**config.mk**
```make
export PLATFORM = sky130hd
export DESIGN_NAME = ext_bank_sequencer
export DESIGN_NICKNAME = d
export VERILOG_FILES = /design/src/rtl/ebs_pkg.sv /design/src/rtl/ebs_region_decode.sv /design/src/rtl/ebs_spacing_rules.sv /design/src/rtl/ext_bank_sequencer.sv
export SDC_FILE = /design/constraint.sdc
export NUM_CORES = 1
export LEC_CHECK = 0
export BUFFER_PORTS_ARGS = -buffer_cell sky130_fd_sc_hd__buf_2
export CORE_MARGIN = 8
export CORE_UTILIZATION = 50
export DETAILED_ROUTE_END_ITERATION = 8
export PLACE_DENSITY = 0.64
export SYNTH_ARGS = -nofsm -noshare
export SYNTH_HDL_FRONTEND = slang
export SYNTH_HIERARCHICAL = 1
export SYNTH_SLANG_ARGS = --single-unit
```
**constraint.sdc**
```tcl
create_clock -name clk -period 6.6 [get_ports clk]
set_input_delay 1.32 -clock clk [delete_from_list [all_inputs] [get_ports clk]]
set_output_delay 1.32 -clock clk [all_outputs]
set_load 0.005 [all_outputs]
```
**src/rtl/ebs_pkg.sv**
```systemverilog
package ebs_pkg;
    localparam int WCODE_W = 3;
    localparam logic [WCODE_W-1:0] HOLD_MIN_CODE = 3'b010;

    typedef enum logic [2:0] {
        ST_FREE,
        ST_WAIT,
        ST_GAP,
        ST_XFER,
        ST_HOLD
    } ebs_state_e;
endpackage

```
**src/rtl/ebs_region_decode.sv**
```systemverilog
module ebs_region_decode #(
    parameter int AW = 32,
    parameter int NB = 4,
    parameter logic [AW-1:0] BASE = 'h0080_0000,
    parameter int LW = 5,
    parameter int RW = 3
) (
    input  logic [AW-1:0] addr_i,
    input  logic [LW-1:0] size_lg_i,
    output logic [RW-1:0] rgn_o
);
    // extra headroom so n*size never wraps for legal sizes
    localparam int EW = AW + 3;

    logic [EW-1:0] size_w;
    logic [EW-1:0] addr_w;
    logic [NB-1:0] hit;

    assign size_w = EW'(1) << size_lg_i;
    assign addr_w = EW'(addr_i);

    for (genvar n = 0; n < NB; n++) begin : g_bank
        logic [EW-1:0] lo;
        logic [EW-1:0] hi;
        assign lo     = EW'(BASE) + EW'(n) * size_w;
        assign hi     = lo + size_w;
        assign hit[n] = (addr_w >= lo) && (addr_w < hi);
    end

    // region NB means unbanked (below the base or past the last bank)
    always_comb begin
        rgn_o = RW'(NB);
        for (int k = NB - 1; k >= 0; k--) begin
            if (hit[k]) rgn_o = RW'(k);
        end
    end
endmodule

```
**src/rtl/ebs_spacing_rules.sv**
```systemverilog
module ebs_spacing_rules
    import ebs_pkg::*;
#(
    parameter int NB = 4,
    parameter int RW = 3
) (
    input  logic [RW-1:0]              cur_rgn_i,
    input  logic                       cur_wr_i,
    input  logic [RW-1:0]              new_rgn_i,
    input  logic                       new_wr_i,
    input  logic [NB:0]                region_async_i,
    input  logic [(NB+1)*WCODE_W-1:0]  region_wcode_i,
    output logic                       gap_needed_o,
    output logic                       hold_due_o
);
    localparam int NS = 1 << RW;

    logic               slot_async [NS];
    logic [WCODE_W-1:0] slot_code  [NS];

    for (genvar s = 0; s < NS; s++) begin : g_slot
        if (s <= NB) begin : g_used
            assign slot_async[s] = region_async_i[s];
            assign slot_code[s]  = region_wcode_i[s*WCODE_W +: WCODE_W];
        end else begin : g_spare
            assign slot_async[s] = 1'b0;
            assign slot_code[s]  = '0;
        end
    end

    assign hold_due_o   = slot_async[cur_rgn_i] && (slot_code[cur_rgn_i] >= HOLD_MIN_CODE);
    assign gap_needed_o = (cur_rgn_i != new_rgn_i) || (!cur_wr_i && new_wr_i);
endmodule

```
**src/rtl/ext_bank_sequencer.sv**
```systemverilog
module ext_bank_sequencer
    import ebs_pkg::*;
#(
    parameter int AW = 32,
    parameter int NB = 4,
    parameter logic [AW-1:0] BASE = 'h0080_0000,
    localparam int LW = $clog2(AW)
) (
    input  logic                      clk,
    input  logic                      rst_n,
    input  logic                      req_valid_i,
    input  logic [AW-1:0]             req_addr_i,
    input  logic                      req_write_i,
    input  logic [LW-1:0]             bank_size_lg_i,
    input  logic [NB:0]               region_async_i,
    input  logic [(NB+1)*WCODE_W-1:0] region_wcode_i,
    input  logic                      ack_i,
    output logic [NB-1:0]             bank_sel_n_o,
    output logic                      rd_strobe_o,
    output logic                      wr_strobe_o,
    output logic [AW-1:0]             bus_addr_o,
    output logic                      busy_o
);
    localparam int RW = $clog2(NB + 1);

    typedef struct packed {
        ebs_state_e     st;
        logic [AW-1:0]  c_addr;
        logic [RW-1:0]  c_rgn;
        logic           c_wr;
        logic           p_vld;
        logic [AW-1:0]  p_addr;
        logic [RW-1:0]  p_rgn;
        logic           p_wr;
    } seq_s;

    seq_s          s_d, s_q;
    logic [RW-1:0] req_rgn;
    logic          gap_needed;
    logic          hold_due;
    logic          accept;
    logic          on_bus;

    ebs_region_decode #(
        .AW(AW), .NB(NB), .BASE(BASE), .LW(LW), .RW(RW)
    ) u_decode (
        .addr_i    (req_addr_i),
        .size_lg_i (bank_size_lg_i),
        .rgn_o     (req_rgn)
    );

    ebs_spacing_rules #(
        .NB(NB), .RW(RW)
    ) u_rules (
        .cur_rgn_i      (s_q.c_rgn),
        .cur_wr_i       (s_q.c_wr),
        .new_rgn_i      (req_rgn),
        .new_wr_i       (req_write_i),
        .region_async_i (region_async_i),
        .region_wcode_i (region_wcode_i),
        .gap_needed_o   (gap_needed),
        .hold_due_o     (hold_due)
    );

    assign busy_o = (s_q.st == ST_GAP) || (s_q.st == ST_WAIT) || (s_q.st == ST_HOLD);
    assign accept = req_valid_i && !busy_o;
    assign on_bus = (s_q.st == ST_XFER) || (s_q.st == ST_HOLD);

    assign rd_strobe_o  = (s_q.st == ST_XFER) && !s_q.c_wr;
    assign wr_strobe_o  = (s_q.st == ST_XFER) && s_q.c_wr;
    assign bus_addr_o   = on_bus ? s_q.c_addr : '0;
    assign bank_sel_n_o = (on_bus && (s_q.c_rgn < RW'(NB))) ? ~(NB'(1) << s_q.c_rgn) : '1;

    always_comb begin
        s_d = s_q;
        unique case (s_q.st)
            ST_FREE: begin
                if (accept) begin
                    s_d.c_addr = req_addr_i;
                    s_d.c_rgn  = req_rgn;
                    s_d.c_wr   = req_write_i;
                    s_d.st     = ack_i ? ST_XFER : ST_WAIT;
                end
            end
            ST_WAIT: begin
                if (ack_i) s_d.st = ST_XFER;
            end
            ST_GAP: begin
                s_d.st = ack_i ? ST_XFER : ST_WAIT;
            end
            ST_XFER: begin
                if (hold_due) begin
                    // hold replaces any idle cycle; queue the next request
                    s_d.st = ST_HOLD;
                    if (accept) begin
                        s_d.p_vld  = 1'b1;
                        s_d.p_addr = req_addr_i;
                        s_d.p_rgn  = req_rgn;
                        s_d.p_wr   = req_write_i;
                    end
                end else if (accept) begin
                    s_d.c_addr = req_addr_i;
                    s_d.c_rgn  = req_rgn;
                    s_d.c_wr   = req_write_i;
                    s_d.st     = gap_needed ? ST_GAP : (ack_i ? ST_XFER : ST_WAIT);
                end else begin
                    s_d.st = ST_FREE;
                end
            end
            ST_HOLD: begin
                if (s_q.p_vld) begin
                    s_d.c_addr = s_q.p_addr;
                    s_d.c_rgn  = s_q.p_rgn;
                    s_d.c_wr   = s_q.p_wr;
                    s_d.p_vld  = 1'b0;
                    s_d.st     = ack_i ? ST_XFER : ST_WAIT;
                end else begin
                    s_d.st = ST_FREE;
                end
            end
            default: s_d.st = ST_FREE;
        endcase
    end

    always_ff @(posedge clk or negedge rst_n) begin
        if (!rst_n) begin
            s_q <= '{st: ST_FREE, default: '0};
        end else begin
            s_q <= s_d;
        end
    end
endmodule

```
== Word level (Yosys, flattened, before mapping) ==
Cells that the tools add are included.

* $add $sub $neg: 6
* $mul: 1
* $lt $le $gt $ge: 11
* Eq/ne operators: 11
* Shift-type cells: 2
* Mux-type cells: 27
* Bitwise gates (word level): 2
* Reductions and logical operators: 23

{| class="wikitable"
|+ Operator list
! operator !! count
|-
| $lt A32 B35 Y1 || 4
|-
| $mux W37 || 3
|-
| $pmux W36 S3 || 1
|-
| $add A24 B35 Y35 const A || 3
|-
| $add A35 B35 Y35 || 3
|-
| $ge A32 B35 Y1 || 3
|-
| $mux W36 || 2
|-
| $mux W39 || 1
|-
| $mul A2 B35 Y35 const A || 1
|-
| $shl A1 B5 Y35 const A || 1
|-
| $ge A32 B24 Y1 const B || 1
|-
| $mux W32 || 1
|-
| $mux W3 || 10
|-
| $pmux W3 S5 || 1
|-
| $ne A2 B2 Y1 const B || 6
|-
| $logic_and A1 B1 Y1 || 10
|-
| $bmux W3 S3 || 1
|-
| $eq A3 B2 Y1 const B || 2
|-
| $reduce_and A3 Y1 || 2
|-
| $reduce_and A5 Y1 || 1
|-
| $ge A4 B4 Y1 const B || 1
|-
| $logic_or A1 B1 Y1 || 4
|-
| $mux W2 || 2
|-
| $mux W4 || 1
|-
| other kinds (16) || 18
|}

* Register bits after elaboration: 76
* Input port bits: 62
* Output and inout bits: 39
* Logic and storage cells: 91

== Depth between registers and ports, before layout ==
Gate-level depths: netlist of run 1.

* Word-level depth: 16
* Gate-level depth with buffers: 40
* Gate-level depth less buffers: 39

== Hierarchy ==
The synthesis of run 1 kept the hierarchy.

{| class="wikitable"
|+ By module, submodules not included
! module !! instances !! cells an instance !! area each (µm²) !! sequential area each (µm²)
|-
| ebs_region_decode || 1 || 1265 || 9656.8 || 0.0
|-
| ext_bank_sequencer || 1 || 272 || 3709.8 || 1901.8
|-
| ebs_spacing_rules || 1 || 17 || 111.4 || 0.0
|}

== Worst setup path before layout of run 1 ==
Ideal clock, no wire load.

* Kind: in2reg
* Start: in bank_size_lg_i[2]
* End: reg s_q[74] (netlist name)
* Library setup time: 124 ps
* Arrival time: 8129 ps
* Data required time: 6476 ps
* Slack: -1653 ps
* Stages on the path: 38
* Cell sequence: buf_2 > nor3_1 > nand2_1 > inv_1 > ha_1 > ha_1 > fa_1 > nor2b_1 > o211ai_1 > a31oi_1 > o211ai_1 > o21bai_1 > a21oi_1 > nor2_1 > nor2_1 > xnor2_1 > ha_1 > and3_1 > [2 not listed] > a221o_1 > a31oi_4 > o21ai_0 > a21oi_1 > xor2_1 > ha_1 > nand4_1 > nor4_1 > nand2_1 > a31oi_1 > o31ai_1 > o211ai_1 > nor3b_2 > xnor2_1 > o2111ai_1 > nor2_1 > nor4b_1 > o31a_1

* Word-level cells in the longest chain between the ends: 16
* Elaborated cells between the ends (all ways): 29
* Classes of those cells: add/sub: 6; mul: 1; order compare: 7; eq/ne: 1; shift: 1; mux: 8; reduce/logical: 5

{| class="wikitable"
|+ Ends and longest elaborated chain
! what !! RTL line !! source
|-
| start, declared || ext_bank_sequencer.sv:14 || <nowiki>input logic [LW-1:0] bank_size_lg_i,</nowiki>
|-
| $shl A1 B5 Y35 (*) || ebs_region_decode.sv:19 || <nowiki>assign size_w = EW'(1) << size_lg_i;</nowiki>
|-
| $mul A2 B35 Y35 || ebs_region_decode.sv:25 || <nowiki>assign lo = EW'(BASE) + EW'(n) * size_w;</nowiki>
|-
| $add A24 B35 Y35 || ebs_region_decode.sv:25 ||
|-
| $add A35 B35 Y35 || ebs_region_decode.sv:26 || <nowiki>assign hi = lo + size_w;</nowiki>
|-
| $lt A32 B35 Y1 || ebs_region_decode.sv:27 || <nowiki>assign hit[n] = (addr_w >= lo) && (addr_w < hi);</nowiki>
|-
| $logic_and A1 B1 Y1 || ebs_region_decode.sv:27 ||
|-
| $mux W3 (3 in series) || ebs_region_decode.sv:34 || <nowiki>if (hit[k]) rgn_o = RW'(k);</nowiki>
|-
| $mux W3 (*) || ebs_region_decode.sv:34 ||
|-
| via req_rgn[2] || ext_bank_sequencer.sv:38 || <nowiki>logic [RW-1:0] req_rgn;</nowiki>
|-
| $ne A3 B3 Y1 (*) || ebs_spacing_rules.sv:32 || <nowiki>assign gap_needed_o = (cur_rgn_i != new_rgn_i) || (!cur_wr_i && new_wr_i);</nowiki>
|-
| $logic_or A1 B1 Y1 (*) || ebs_spacing_rules.sv:32 ||
|-
| via gap_needed || ext_bank_sequencer.sv:39 || <nowiki>logic gap_needed;</nowiki>
|-
| $mux W3 (*) || ext_bank_sequencer.sv:105 || <nowiki>s_d.st = gap_needed ? ST_GAP : (ack_i ? ST_XFER : ST_WAIT);</nowiki>
|-
| $mux W3 (*) || ext_bank_sequencer.sv:101 || <nowiki>end else if (accept) begin</nowiki>
|-
| $mux W3 (*) || ext_bank_sequencer.sv:92 || <nowiki>if (hold_due) begin</nowiki>
|-
| $pmux W3 S5 (*) || ext_bank_sequencer.sv:76 || <nowiki>unique case (s_q.st)</nowiki>
|-
| end signal, assigned || ext_bank_sequencer.sv:127 || <nowiki>s_q <= '{st: ST_FREE, default: '0};</nowiki>
|-
| end signal, assigned || ext_bank_sequencer.sv:129 || <nowiki>s_q <= s_d;</nowiki>
|-
| end, declared || ext_bank_sequencer.sv:37 || <nowiki>seq_s s_d, s_q;</nowiki>
|}

The timed path passes the listed nets; every way through them passes the cells marked *.
A chain may end at the register's enable or synchronous reset.

== Worst setup path after layout of run 1 ==
* Start: in bank_size_lg_i[4]
* End: reg s_q[74] (netlist name)

Same word-level chain as after synthesis.

==> summary.md, run 1 <==
| Metric | Value |
|---|---|
| Yosys warnings | 6 |
| Maximum clock path buffer count | 2 |
| Via/cell ratio | 5.69 |
| Routed met3 length | 2.27 mm |
| Final instance area | 18000 um2 |
| Hpwl dp | 35.9 mm |
| LEAKAGE | 8.98 nW |
| Reg-to-Reg Start | s_q[38]$_DFFE_PN0P_ |
| Setup TNS | -9.69 ns |
| Failing checks | setup timing |
| Top Metal Used | met5 |
| Depth of the worst register-to-register path | 5 |
| Final Hold Fails | 0 |
| Chip height | 180 um |
| # rows | 60 |
| GRT Util Overall | 25.9% |
| Fmax | 123 MHz |
| Crit path DAT | 8.36 ns |
| Largest net degree at the start of global routing | 77 |
| EDFF count, synth | 0 |
| Register area | 1900 um2 |
| Yosys cell types | 89 |
| Met2 Routed Length | 19.4 mm |
| Biggest register | s_q |
| Flip-flop count of the largest register after layout | 76 |
| M1 wire length | 20.3 mm |
| Unrepaired setup endpoints after global routing | yes |
| Synthesis-to-finish area growth | 33.3% |
| Starting density of the core | 50.4% |
| First-pass GRT wire length | 69.9 mm |
| WP buf/inv | 3 |
| Worst-Skew Late Latency | 0.33 ns |
| Post-route core utilization | 67.2% |
| DR WL/cell | 18.1 um |
| Critical Path Source | bank_size_lg_i[4] |
| Hold slack | 0.499 ns |
| Ratio of cells with drive above 1 in the final layout | 36.2% |
| Die area | 32500 um2 |
| Hold Path Class | flop to flop |
| CTS tree | built |
| Post-synth top flop | dfrtp_1 |
| Max-slew headroom | 27.8% |
| Starting DRT DRC Count | 797 |
| Biggest regs | s_q (76) |
| Number of CTS-inserted buffers | 9 |
| Vias in the first global route | 13873 |
| Router iterations before antenna repair | 5 |
| Fillers | 2264 |
| Most frequent cells in the layout | 400 x buf_4, 269 x ha_1, 108 x a21oi_1, 103 x mux2_2, 98 x inv_1 |
| Hold Crit Start | s_q[70]$_DFFE_PN0P_ |
| Max Fanout on Critical Path | 5 |
| Skew final | 0.00814 ns |
| Asr flop ratio synth | 100% |
| Worst vdd ir | 0.263 mV |
| Seq/Total Area, Yosys | 14.1% |
| CP Depth | 37 |
| Cells after synthesis | 1554 |
| Register bit total from synthesis | 76 |
| Synthesized area | 13500 um2 |
| Slowest-stage cell, CP | fa_2 |
| Period utilization | 123% |
| Max-slew violations | 0 |
| Status | complete, but fails checks |
| Place WS | -1.89 ns |
| Final antenna-violating net count | 0 |
| Req. time, crit path | 6.81 ns |
| Commonest non-fill, non-tap cell in the layout | buf_4 |
| Setup ws final | -1.55 ns |
| Via count | 13502 |
| WL final | 43.1 mm |
| Die X | 180 um |
| Total gr overflow | 0 |
| H-tree Lvls | 3 |
| # setup viols final | 8 |
| Clock root buffer | clkbuf_16 |
| Hold depth | 1 |
| I/O pin cnt | 101 |
| Nets@finish | 2390 |
| Initial antenna violation count | 1 |
| CTS Sinks | 76 |
| Max-cap check violation count | 0 |
| Slew at the pin with the worst max-slew slack | 1.08 ns |
| Number of remaining DRC errors | 0 |
| Multi-input logic area | 11400 um2 |
| CTS clk-pin slew, worst paths | 0.06 ns |
| Pwr/cell area | 144 nW/um2 |
| Core area | 26700 um2 |
| Synth Area per Inst | 8.67 um2 |
| WS Path Type | input pin to flop |
| Most common cell on crit path | o211ai_1 |
| Max incr delay on CP | 0.38 ns |
| Setup crit start kind | input pin |
| Setup crit end kind | flop |
| PortBufs | 95 |
| Fin crit period | 8.15 ns |
| Placed Area | 17200 um2 |
| N_diodes | 0 |
| Delay-heaviest family, CP | compound AO/OA/AOI/OAI gates |
| Routability Congestion | 0.949 |
layout make-up:
| type | count | share of cell area, % |
|---|---|---|
| well taps | 341 | 2.38 |
| flip-flops and latches | 76 | 10.6 |
| clock buffers | 11 | 1.35 |
| multi-input cells | 1340 | 63.6 |
| repair buffers | 493 | 19.5 |
| inverters | 109 | 2.30 |
| clock inverters | 5 | 0.334 |
power by group:
group,internal (mW),total (mW),switching (mW)
registers,0.699,0.852,0.153
clock network,0.304,0.492,0.187
logic,0.665,1.24,0.578
total,1.67,2.59,0.918
final timing paths:
check | to | slack [ns]
max in group asynchronous | s_q[15]$_DFFE_PN0P_ | 4.84
min in group asynchronous | s_q[68]$_DFFE_PN0P_ | 1.11
max | s_q[74]$_DFFE_PN0P_ | -1.55
min reg2reg | s_q[70]$_DFFE_PN0P_ | 0.50
max reg2reg | s_q[6]$_DFFE_PN0P_ | 3.73
min | s_q[70]$_DFFE_PN0P_ | 0.50
kinds of logic (layout without fill, tap and decap cells):
logic type	count (synthesis)	in the layout	synth area share [%]
multiplexers	110	110	9.17
flip-flops	76	76	14.1
other	1	2	0.0278
AND/OR/NAND/NOR	414	414	16.1
adder cells (fa/ha/maj)	299	299	29.0
AO/OA/AOI/OAI	407	407	20.3
XOR/XNOR	108	108	7.02
buffers and inverters	139	618	4.36
through the flow:
step / instances / total power, mW
after detailed placement: 2336 / 2.05
after global routing: 2375 / 2.77
after floorplan: 1555 / 1.64
after global placement: 2336 / 2.00
after CTS: 2360 / 2.58
final: 2375 / 2.59
layer usage:
layer,vias up,GRT usage [%]
met2,371,42.3
met3,64,1.98
met4,2,7.18
li1,6619,-
met1,6446,36.0
met5,-,0
cells in the mapped netlist, drive strengths merged (7+ instances only):
| cell | n | share of area [%] |
|---|---|---|
| and2 | 43 | 2.0 |
| dfrtp | 76 | 14 |
| xnor2 | 66 | 4.3 |
| inv | 108 | 3.0 |
| o22ai | 8 | 0.47 |
| a21o | 60 | 3.3 |
| buf | 18 | 0.98 |
| xor2 | 42 | 2.7 |
| nand3 | 32 | 1.2 |
| a21oi | 124 | 4.6 |
| nand2 | 108 | 3.0 |
| nand2b | 19 | 0.88 |
| or2 | 9 | 0.42 |
| clkbuf | 12 | 0.33 |
| ha | 277 | 26 |
| nand4 | 27 | 1.3 |
| o21bai | 17 | 0.95 |
| o21a | 14 | 0.78 |
| nor2b | 26 | 1.2 |
| nand3b | 7 | 0.48 |
| fa | 22 | 3.3 |
| nor2 | 87 | 2.4 |
| nor3 | 10 | 0.37 |
| a31oi | 16 | 0.85 |
| and3 | 12 | 0.59 |
| o21ai | 78 | 3.0 |
| o211ai | 14 | 0.78 |
| mux2 | 108 | 9.0 |
repair_timing:
item                       CTS  global route
setup endpoints to repair    8             8
setup buffers                8            15
pin swaps                   17            31
gates resized for setup     27            47
hold buffers                 0             0
Note: power is estimated with default switching activity, not from simulation.
==> run 2: changes to the inputs <==
Settings changed: CORE_MARGIN 8 to default, CORE_UTILIZATION 50 to 35, CTS_BUF_LIST from default to sky130_fd_sc_hd__clkbuf_8, PLACE_DENSITY 0.64 to 0.47.
==> run 2 against run 1 <==
The run still ends with setup timing left; sequential share of layout area is 0.23 points lower; die area is 21% higher; count of clock-buffer cells in the layout stayed put; clock skew is 0.0012 ns higher; core utilization is 19 points lower; sequential cell count stayed put; register-to-register slack worse by 0.05 ns; sequential power is 0.5% lower; maximum frequency is 3.0% higher; total power is 3.8% lower; clock power is 19% lower; critical path type unchanged.
==> summary.md, run 2 (synthesis gave the netlist of run 1 again) <==
| Metric | Value |
|---|---|
| Post-route core utilization | 48.6% |
| Top Usage Layer GRT | met2 |
| Max incr delay on CP | 0.57 ns |
| N_diodes | 0 |
| Ratio of cells with drive above 1 in the final layout | 37.0% |
| Chip height | 198 um |
| Worst vdd ir | 0.213 mV |
| Post-CTS Hold Buffers | 0 |
| Sink of the worst hold path | s_q[42]$_DFFE_PN0P_ |
| H-tree Lvls | 3 |
| Status | complete, but fails checks |
| Setup crit end kind | flop |
| Max-cap check violation count | 0 |
| Hold slack | 0.503 ns |
| GRT Util Overall | 22.7% |
| LEAKAGE | 9.07 nW |
| Vias in the first global route | 13130 |
| Hold Crit Start | s_q[42]$_DFFE_PN0P_ |
| Req. time, crit path | 6.84 ns |
| Most common cell on crit path | buf_4 |
| Biggest register | s_q |
| Final Hold Fails | 0 |
| Pint | 1.60 mW |
| Max Fanout on Critical Path | 5 |
| Number of CTS-inserted buffers | 9 |
| Nets@finish | 2403 |
| Clock Power Share | 16.0% |
| Place WS | -1.94 ns |
| WL final | 43.7 mm |
| Flip-flop count of the largest register after layout | 76 |
| CTS tree | built |
| Via/cell ratio | 5.10 |
| GR Util met2 | 37.1% |
| Worst R2R End | s_q[16]$_DFFE_PN0P_ |
| Clock root buffer | clkbuf_8 |
| Failing checks | setup timing |
| Skew final | 0.00937 ns |
| Most frequent cells in the layout | 407 x buf_4, 268 x ha_1, 107 x a21oi_1, 103 x mux2_2, 98 x nand2_1 |
| Number of remaining DRC errors | 0 |
| Period utilization | 120% |
| Switching power | 0.884 mW |
| DR WL/cell | 17.1 um |
| Pwr/cell area | 136 nW/um2 |
| Largest net degree at the start of global routing | 77 |
| Synthesis-to-finish area growth | 36.2% |
| Starting density of the core | 35.7% |
| Core area | 37800 um2 |
| Die X | 198 um |
| WS Path Type | input pin to flop |
| Slew at the pin with the worst max-slew slack | 1.13 ns |
| Fin crit period | 7.92 ns |
| Max-slew violations | 0 |
| PortBufs | 95 |
| # rows | 71 |
| Total gr overflow | 0 |
| R2R Setup Slk | 3.68 ns |
| Hold depth | 1 |
| Starting DRT DRC Count | 473 |
| Initial antenna violation count | 0 |
| Sw frac | 35.5% |
| Slowest-stage cell, CP | fa_2 |
| I/O pin cnt | 101 |
| Depth of the worst register-to-register path | 5 |
| Setup crit start kind | input pin |
| Via count | 13047 |
| Commonest non-fill, non-tap cell in the layout | buf_4 |
| Overall Power | 2.49 mW |
| Fmax | 126 MHz |
| Flop pwr share | 34.1% |
| CTS clk-pin slew, worst paths | 0.08 ns |
| Die area | 39300 um2 |
| Reg-to-Reg Start | s_q[38]$_DFFE_PN0P_ |
| Biggest regs | s_q (76) |
| Unrepaired setup endpoints after global routing | yes |
| CTS Sinks | 76 |
| Final antenna-violating net count | 0 |
| Maximum clock path buffer count | 2 |
| First-pass GRT wire length | 70.0 mm |
| Hpwl dp | 37.3 mm |
| Max-slew headroom | 24.3% |
| Crit path DAT | 8.15 ns |
| Worst-Skew Late Latency | 0.35 ns |
| Router iterations before antenna repair | 5 |
| Share of total power in combinational logic | 49.9% |
| Setup ws final | -1.32 ns |
| Grt met3 use | 1.06% |
| Hold Path Class | flop to flop |
| Routability Congestion | 0.914 |
| GRT met1 Usage | 33.3% |
| # setup viols final | 8 |
==> run 2: how the worst max path moves through the flow <==
| stage | from | to | slack (ns) | cells after the start |
|---|---|---|---|---|
| floorplan | bank_size_lg_i[3] | s_q[74]$_DFFE_PN0P_ | -1.13 | 36 |
| global placement | bank_size_lg_i[3] | s_q[74]$_DFFE_PN0P_ | -1.82 | 37 |
| detailed placement | bank_size_lg_i[3] | s_q[74]$_DFFE_PN0P_ | -1.94 | 37 |
| CTS | bank_size_lg_i[4] | s_q[74]$_DFFE_PN0P_ | -1.41 | 38 |
| global route | bank_size_lg_i[0] | s_q[73]$_DFFE_PN0P_ | -1.76 | 40 |
| finish | bank_size_lg_i[0] | s_q[74]$_DFFE_PN0P_ | -1.32 | 40 |
==> run 2: layout make-up <==
type | count | area (um2)
inverter | 109 | 423
multi-input combinational | 1340 | 11500
sequential | 76 | 1900
clock buffer | 11 | 151
clock inverter | 4 | 72.6
timing repair buffer | 506 | 3640
fill | 3688 | 19400
tap | 511 | 639
==> run 2: what timing repair did <==
item | in CTS | in global routing
pin swaps | 27 | 42
hold endpoints to repair | 0 | 0
gates resized for setup | 29 | 78
setup endpoints to repair | 8 | 8
setup buffers | 11 | 12
==> run 2: power groups by stage <==
stage          registers, mW  logic (mW)  clock network (mW)
5_1_grt                0.882        1.38               0.429
2_1_floorplan          0.787       0.857                   0
6_report               0.848        1.24               0.399
3_3_place_gp           0.839        1.19                   0
3_5_place_dp           0.851        1.21                   0
4_1_cts                0.846        1.24               0.410
==> run 2: worst max-delay path: cells and delay by family <==
kind,cells,cell delay [ns]
AOI/OAI and AO/OA,13,2.59
and+or+nand+nor,13,1.57
adders and majority gates,4,1.18
buffers and inverters,7,0.98
xor gates and xnor gates,3,0.50
==> run 2: per-layer routing <==
metal | up-vias | wire length (um)
met5 | - | 0
met3 | 25 | 896
met1 | 6190 | 22800
met4 | 0 | 523
li1 | 6659 | -
met2 | 173 | 19400
==> run 2: metrics by stage <==
step	area [um2]	setup TNS, ns	cells
final	18400	-8.05	2557
after global routing	18400	-11.41	2557
after global placement	17500	-12.07	2520
after CTS	17900	-9.02	2546
after detailed placement	17500	-12.76	2520
after floorplan	13700	-6.61	1555
